**src/rtl/nand_ecc_pkg.sv**
```systemverilog
package nand_ecc_pkg;
    // Data path byte width and number of bit-position bits
    localparam int unsigned ECC_DATA_W   = 8;
    localparam int unsigned ECC_POS_W    = 3;
    // Page size range as log2 of byte count
    localparam int unsigned ECC_MIN_LOG2 = 8;
    localparam int unsigned ECC_MAX_LOG2 = 13;
    localparam int unsigned ECC_SEL_W    = 3;
    // Width of the visible result
    localparam int unsigned ECC_OUT_W    = 32;

    // Number of parity bits produced for a page of 2**log2 bytes
    function automatic int unsigned ecc_code_bits(input int unsigned log2_sz);
        return 2 * (log2_sz + ECC_POS_W);
    endfunction
endpackage

```
**src/rtl/nand_ecc_size_dec.sv**
```systemverilog
module nand_ecc_size_dec #(
    parameter int unsigned SEL_W    = 3,
    parameter int unsigned MIN_LOG2 = 8,
    parameter int unsigned MAX_LOG2 = 13,
    parameter int unsigned LOG_W    = $clog2(MAX_LOG2 + 1)
) (
    input  logic [SEL_W-1:0] page_sel,
    output logic [LOG_W-1:0] log2_sz
);
    localparam int unsigned SPAN = MAX_LOG2 - MIN_LOG2;

    // Codes past the largest defined size fall back to the largest size
    always_comb begin
        if (int'(page_sel) >= int'(SPAN)) begin
            log2_sz = LOG_W'(MAX_LOG2);
        end else begin
            log2_sz = LOG_W'(MIN_LOG2) + LOG_W'(page_sel);
        end
    end
endmodule

```
**src/rtl/nand_ecc_col_par.sv**
```systemverilog
module nand_ecc_col_par #(
    parameter int unsigned DATA_W = 8,
    parameter int unsigned POS_W  = 3
) (
    input  logic [DATA_W-1:0]  data,
    output logic [2*POS_W-1:0] col_pairs,
    output logic               byte_par
);
    assign byte_par = ^data;

    for (genvar gb = 0; gb < POS_W; gb++) begin : g_pos
        logic [DATA_W-1:0] sel_mask;
        for (genvar gj = 0; gj < DATA_W; gj++) begin : g_bit
            assign sel_mask[gj] = ((gj >> gb) & 1) != 0;
        end
        // even half covers positions with this bit clear, odd half the rest
        assign col_pairs[2*gb]   = ^(data & ~sel_mask);
        assign col_pairs[2*gb+1] = ^(data &  sel_mask);
    end
endmodule

```
**src/rtl/nand_ecc_line_par.sv**
```systemverilog
module nand_ecc_line_par #(
    parameter int unsigned IDX_W = 13,
    parameter int unsigned LOG_W = 4
) (
    input  logic               byte_par,
    input  logic [IDX_W-1:0]   byte_idx,
    input  logic [LOG_W-1:0]   log2_sz,
    output logic [2*IDX_W-1:0] line_pairs
);
    for (genvar gk = 0; gk < IDX_W; gk++) begin : g_line
        logic pair_on;
        // Index bits at or above the page size never take part
        assign pair_on = (log2_sz > LOG_W'(gk));
        assign line_pairs[2*gk]   = byte_par & pair_on & ~byte_idx[gk];
        assign line_pairs[2*gk+1] = byte_par & pair_on &  byte_idx[gk];
    end
endmodule

```
**src/rtl/nand_ecc_acc.sv**
```systemverilog
module nand_ecc_acc
    import nand_ecc_pkg::*;
#(
    parameter int unsigned DATA_W   = ECC_DATA_W,
    parameter int unsigned POS_W    = ECC_POS_W,
    parameter int unsigned MIN_LOG2 = ECC_MIN_LOG2,
    parameter int unsigned MAX_LOG2 = ECC_MAX_LOG2,
    parameter int unsigned SEL_W    = ECC_SEL_W,
    parameter int unsigned OUT_W    = ECC_OUT_W
) (
    input  logic              clk,
    input  logic              rst_n,
    input  logic              ecc_en,
    input  logic [SEL_W-1:0]  page_sel,
    input  logic              byte_valid,
    input  logic [DATA_W-1:0] byte_data,
    output logic [OUT_W-1:0]  ecc_code
);
    localparam int unsigned IDX_W  = MAX_LOG2;
    localparam int unsigned CNT_W  = MAX_LOG2 + 1;
    localparam int unsigned LOG_W  = $clog2(MAX_LOG2 + 1);
    localparam int unsigned COL_W  = 2 * POS_W;
    localparam int unsigned LINE_W = 2 * IDX_W;
    localparam int unsigned CODE_W = COL_W + LINE_W;

    typedef struct packed {
        logic              en;
        logic [LOG_W-1:0]  log2_sz;
        logic [CNT_W-1:0]  cnt;
        logic [CODE_W-1:0] code;
    } acc_state_t;

    acc_state_t st_q, st_d;

    logic [LOG_W-1:0]  sel_log2;
    logic [COL_W-1:0]  col_pairs;
    logic              byte_par;
    logic [LINE_W-1:0] line_pairs;
    logic              start;
    logic [CNT_W-1:0]  base_cnt;
    logic [CODE_W-1:0] base_code;
    logic [CNT_W-1:0]  limit;
    logic              take;

    nand_ecc_size_dec #(
        .SEL_W   (SEL_W),
        .MIN_LOG2(MIN_LOG2),
        .MAX_LOG2(MAX_LOG2),
        .LOG_W   (LOG_W)
    ) u_size_dec (
        .page_sel(page_sel),
        .log2_sz (sel_log2)
    );

    nand_ecc_col_par #(
        .DATA_W(DATA_W),
        .POS_W (POS_W)
    ) u_col_par (
        .data     (byte_data),
        .col_pairs(col_pairs),
        .byte_par (byte_par)
    );

    nand_ecc_line_par #(
        .IDX_W(IDX_W),
        .LOG_W(LOG_W)
    ) u_line_par (
        .byte_par  (byte_par),
        .byte_idx  (base_cnt[IDX_W-1:0]),
        .log2_sz   (st_d.log2_sz),
        .line_pairs(line_pairs)
    );

    always_comb begin
        start     = ecc_en & ~st_q.en;
        st_d      = st_q;
        st_d.en   = ecc_en;
        if (start) begin
            st_d.log2_sz = sel_log2;
        end
        base_cnt  = start ? '0 : st_q.cnt;
        base_code = start ? '0 : st_q.code;
        limit     = CNT_W'(1) << st_d.log2_sz;
        take      = ecc_en & byte_valid & (base_cnt < limit);
        st_d.cnt  = take ? base_cnt + CNT_W'(1) : base_cnt;
        st_d.code = take ? (base_code ^ {line_pairs, col_pairs}) : base_code;
    end

    always_ff @(posedge clk or negedge rst_n) begin
        if (!rst_n) begin
            st_q.en      <= 1'b0;
            st_q.log2_sz <= LOG_W'(MIN_LOG2);
            st_q.cnt     <= '0;
            st_q.code    <= '0;
        end else begin
            st_q <= st_d;
        end
    end

    assign ecc_code = OUT_W'(st_q.code);

    // Plain views of state for the bound checker
    logic              en_q;
    logic [LOG_W-1:0]  log2_q;
    logic [CNT_W-1:0]  cnt_q;
    assign en_q   = st_q.en;
    assign log2_q = st_q.log2_sz;
    assign cnt_q  = st_q.cnt;
endmodule

```
**config.mk**
```make
export PLATFORM = sky130hd
export DESIGN_NAME = nand_ecc_acc
export DESIGN_NICKNAME = d
export VERILOG_FILES = /design/src/rtl/nand_ecc_pkg.sv /design/src/rtl/nand_ecc_size_dec.sv /design/src/rtl/nand_ecc_col_par.sv /design/src/rtl/nand_ecc_line_par.sv /design/src/rtl/nand_ecc_acc.sv
export SDC_FILE = /design/constraint.sdc
export NUM_CORES = 1
export LEC_CHECK = 0
export BUFFER_PORTS_ARGS = -buffer_cell sky130_fd_sc_hd__buf_2
export CORE_UTILIZATION = 25
export DETAILED_ROUTE_END_ITERATION = 6
export GPL_ROUTABILITY_DRIVEN = 1
export PLACE_DENSITY = 0.41
export SKIP_LAST_GASP = 1
export SYNTH_ARGS = -nofsm -noshare
export SYNTH_HDL_FRONTEND = slang
export SYNTH_SLANG_ARGS = --single-unit
```
**constraint.sdc**
```tcl
create_clock -name clk -period 5.08 [get_ports clk]
set_clock_uncertainty 0.15 [all_clocks]
set_input_delay 1.524 -clock clk [delete_from_list [all_inputs] [get_ports clk]]
set_output_delay 1.524 -clock clk [all_outputs]
set_load 0.01 [all_outputs]
```
Word level (Yosys, flattened, before mapping):

Index checks and enable logic that the tools add are counted.

* bits in registers: 51
* bits of input ports: 15
* output and inout port bits: 32

* add/subtract/negate cells: 2
* magnitude comparators: 15
* shift-type cells: 1
* muxes and demuxes: 6
* bitwise operators: 57
* reductions and logical operators: 7

Operators with widths (number)
* 32-bit 2-to-1 mux: 2
* 8-bit parity: 7
* 1-bit AND: 42
* 32-bit XOR: 1
* 14-bit 2-to-1 mux: 2
* 4-bit greater-than comparator, second input constant: 5
* 4-bit by 3-bit greater-than comparator with 1-bit output, second input constant: 4
* 14-bit by 1-bit adder with 14-bit output, second input constant: 1
* 14-bit less-than comparator: 1
* 1-bit NOT: 14
* 1-bit by 4-bit << shifter with 14-bit output, first input constant: 1
* 4-bit by 1-bit greater-than comparator with 1-bit output, second input constant: 2
* 4-bit by 2-bit greater-than comparator with 1-bit output, second input constant: 2
* 4-bit 2-to-1 mux: 2
* 4-bit by 3-bit adder with 4-bit output, first input constant: 1
* 3-bit >= comparator, second input constant: 1

Depth between registers and ports, before layout:

* depth in word-level cells: 8
* mapped depth: 15
* depth with buffers taken out: 12

Cells and area by module:

A second synthesis with hierarchy kept.

* cell total of the unflattened synthesis: 358
* area total of the unflattened synthesis: 3184.3 um2

By module, submodules not included
* nand_ecc_acc: times used 1, cells an instance 290, area each 2733.9 um2, seq. area each 1277.5 um2
* nand_ecc_line_par: times used 1, cells an instance 48, area each 290.3 um2, seq. area each 0.0 um2
* nand_ecc_col_par: times used 1, cells an instance 15, area each 131.4 um2, seq. area each 0.0 um2
* nand_ecc_size_dec: times used 1, cells an instance 5, area each 28.8 um2, seq. area each 0.0 um2

Worst setup path before layout:

Ideal clock, no wire load.

* kind: input-to-reg
* from: input ecc_en
* to: register st_q (netlist bit ecc_code[26])
* data arrival time: 4.418 ns
* required time: 4.794 ns
* setup slack: 0.376 ns
* cell stages on the path: 15
* path buffers: 4
* cell sequence: nor2b_1 -> clkbuf_1 -> buf_1 -> nand2_1 -> o31ai_1 -> nand3_1 -> ha_1 -> a21oi_1 -> o21ai_0 -> o311ai_4 -> nand3_2 -> buf_4 -> buf_6 -> o311ai_1 -> o21ai_0

RTL lines
* start: declaration: line nand_ecc_acc.sv:13 `input logic ecc_en,`
* end signal: assignment: line nand_ecc_acc.sv:96 `st_q <= st_d;`
* end: declaration: line nand_ecc_acc.sv:33 `acc_state_t st_q, st_d;`

==> flow_metrics.py <==
metrics = {
    "yosys": {
        "syn_inst": 365,
        "yosysTopAreaCell": "dfrtp_1",
        "syn_area_um2": 3270,
        "ys_ff_latch": 51,
        "yosysTopAreaCellShare": 0.383,
        "synthArstFlopShare": 1.00,
        "synthTopCellsByCount": "52 x nand2_1, 50 x dfrtp_1, 30 x nor2_1",
        "yosysMostFrequentCell": "nand2_1",
        "synth_cell_types": 56,
        "ys.flop_type": "dfrtp_1",
        "synth_edf_count": 0,
        "synth_fp_nets": 394,
        "synth_area_leaders": "dfrtp_1 38%, nand2_1 6.0%, xnor2_1 5.9%",
        "yosys_warnings": 0,
        "seq_area_frac_synth": 0.391,
        "synth_area_per_cell_um2": 8.95,
    },
    "cells_and_area": {
        "areaGrowthSynthToFinish_pct": 20.6,
        "nets": 451,
        "final_util": 0.311,
        "num_antenna_cells": 0,
        "regArea_um2": 1280,
        "drive_above_1_share": 0.201,
        "multi_input_area_um2": 1840,
        "fillers": 1365,
        "final_cell_area_um2": 3940,
        "fin_cells": 595,
    },
    "placement": {
        "dp_hpwl_um": 7470,
        "place.gp.congestion": 0.850,
        "numPortBuffers": 46,
        "place_area_um2": 3770,
        "dp.cells": 587,
    },
    "clock_network": {
        "cts_tree": "built",
        "path_clk_slew_ns": 0.08,
        "cts-resized-gates": 0,
        "htreeDepth": 2,
        "clock_latency_ns": 0.30,
        "holdBufCountCts": 0,
        "cts.sinks": 51,
        "root_buffer": "clkbuf_16",
        "cts_post_setup_buffers_inserted": 0,
        "cts_made_buffers": 5,
        "clockBufferDepth": 2,
    },
    "worst_setup_path": {
        "cp_slowest_cell": "nor4_1",
        "worstPathMaxFanout": 8,
        "path_class": "in2reg",
        "cp-end-kind": "register",
        "slowest_delay_ns": 0.55,
        "crit_chain": "buf_2, nor4bb_1, buf_4, a32o_1, nand2_1, ha_1, a21o_1, a21o_1, a221oi_2, nand2_1, nor4_1, xor2_1",
        "crit_arrival_ns": 4.63,
        "cp.required_ns": 5.14,
        "cp-start-kind": "input port",
    },
    "timing": {
        "max_freq_ghz": 0.219,
        "finalSetupViolations": 0,
        "period_share": 0.899,
        "hold_ws_ns": 0.391,
        "rsz0062_at_grt": "false",
        "max_slew_margin": 0.378,
        "tightest_slew_ns": 0.926,
        "min_period_ns": 4.56,
        "hold_viol": 0,
        "tns_ns": 0,
        "slew_viol_final": 0,
    },
    "route": {
        "drc": 0,
        "drt_first_iter_violations": 155,
        "antenna_left": 0,
        "viasPerCell": 4.81,
        "wl_um": 9980,
        "vias": 2860,
        "wl_per_cell_um": 16.8,
        "dr.pass1.iters": 4,
    },
    "flow_run": {
        "max-cap-violations": 0,
    },
    "global_routing": {
        "grt_antenna_before_repair": 0,
        "grt.met2_usage": 0.269,
        "grtUsageMet3": 0.0285,
        "grt_max_degree": 52,
        "overflow": 0,
        "grt_pass1_vias": 2849,
        "met1_usage": 0.214,
        "track_usage": 0.161,
        "grt_first_pass_wirelength_um": 16000,
        "grt.busiest_layer": "met2",
    },
    "floorplan": {
        "die_h_um": 116,
        "core_um2": 12700,
        "fp.dieArea_um2": 13500,
        "io_pins": 47,
        "initial_core_util": 0.258,
        "rows": 41,
        "die_w_um": 116,
    },
    "pwr": {
        "p_per_area_nw_per_um2": 345,
        "p_leak_nw": 1.84,
        "peakVddDrop_uv": 130,
    },
    "hold_path": {
        "hp-class": "reg2reg",
    },
    "run_status": {
        "outcome": "finished, final reports clean",
    },
}
-- per-layer routing --
metal | routed length, um | part of all wire | vias to the layer above
met5 | 0 | 0 | -
met4 | 146 | 0.015 | 0
met3 | 355 | 0.036 | 10
met2 | 4750 | 0.48 | 69
met1 | 4730 | 0.47 | 1357
li1 | - | - | 1424
-- cell usage in the layout (no fill, tap or decap), drive strengths merged, types with 14 or more instances in the layout --
cell type and n:
xor2 16, nor2 30, nand2 52, inv 16, a21oi 16, buf 65, ha 14, xnor2 23
dfrtp 50, o21ai 15
-- critical path, delay by kind of cell --
| family | cells | cell delay [ns] |
|---|---|---|
| AO/OA/AOI/OAI | 4 | 1.02 |
| AND/OR/NAND/NOR | 4 | 1.29 |
| XOR/XNOR | 1 | 0.20 |
| adder cells (fa/ha/maj) | 1 | 0.30 |
| buffers and inverters | 2 | 0.30 |
-- power by group --
part / switching, mW / internal (mW) / leakage, nW
clock network: 0.162 / 0.233 / 0.0838
logic: 0.247 / 0.174 / 1.07
registers: 0.0634 / 0.478 / 0.683
-- area by class of cell --
cell class	count	area share
clock inverters	3	0.0111
multi-input cells	283	0.468
repair buffers	65	0.0947
well taps	172	0.0546
flip-flops and latches	51	0.324
inverters	16	0.0152
clock buffers	5	0.0318
-- registers in the layout, indices dropped and copies added, names as in the netlist --
register,cells
en_q,1
cnt_q,14
log2_q,4
ecc_code,32
-- stage by stage --
step | worst slack [ns] | power [mW]
finish | 0.516 | 1.36
global route | 0.280 | 1.45
CTS | 0.554 | 1.38
detailed placement | 0.250 | 0.975
global placement | 0.235 | 0.974
floorplan | 0.376 | 0.807
-- worst paths after layout --
| path | startpoint | endpoint | slack (ns) | cells after the start |
|---|---|---|---|---|
| worst max-delay path | ecc_en | cnt_q[10] | 0.52 | 12 |
| worst max register to register | en_q | cnt_q[10] | 1.44 | 11 |
| max in group asynchronous | rst_n | ecc_code[22] | 3.09 | 2 |
| min in group asynchronous | rst_n | log2_q[0] | 1.21 | 2 |
| worst min-delay path | ecc_code[0] | ecc_code[0] | 0.39 | 2 |
| worst min register to register | ecc_code[0] | ecc_code[0] | 0.39 | 2 |
-- cell families (layout without fill, tap and decap cells) --
group           after synthesis  after routing  synth area share
simple gates                156            156             0.241
compound gates               71             71             0.153
flops                        51             51             0.391
xor+xnor                     39             39             0.107
buf+inv                      31             89            0.0448
fa+ha+maj                    14             14            0.0536
mux                           3              3           0.00958
No activity file was read; power rests on OpenSTA's default activity.
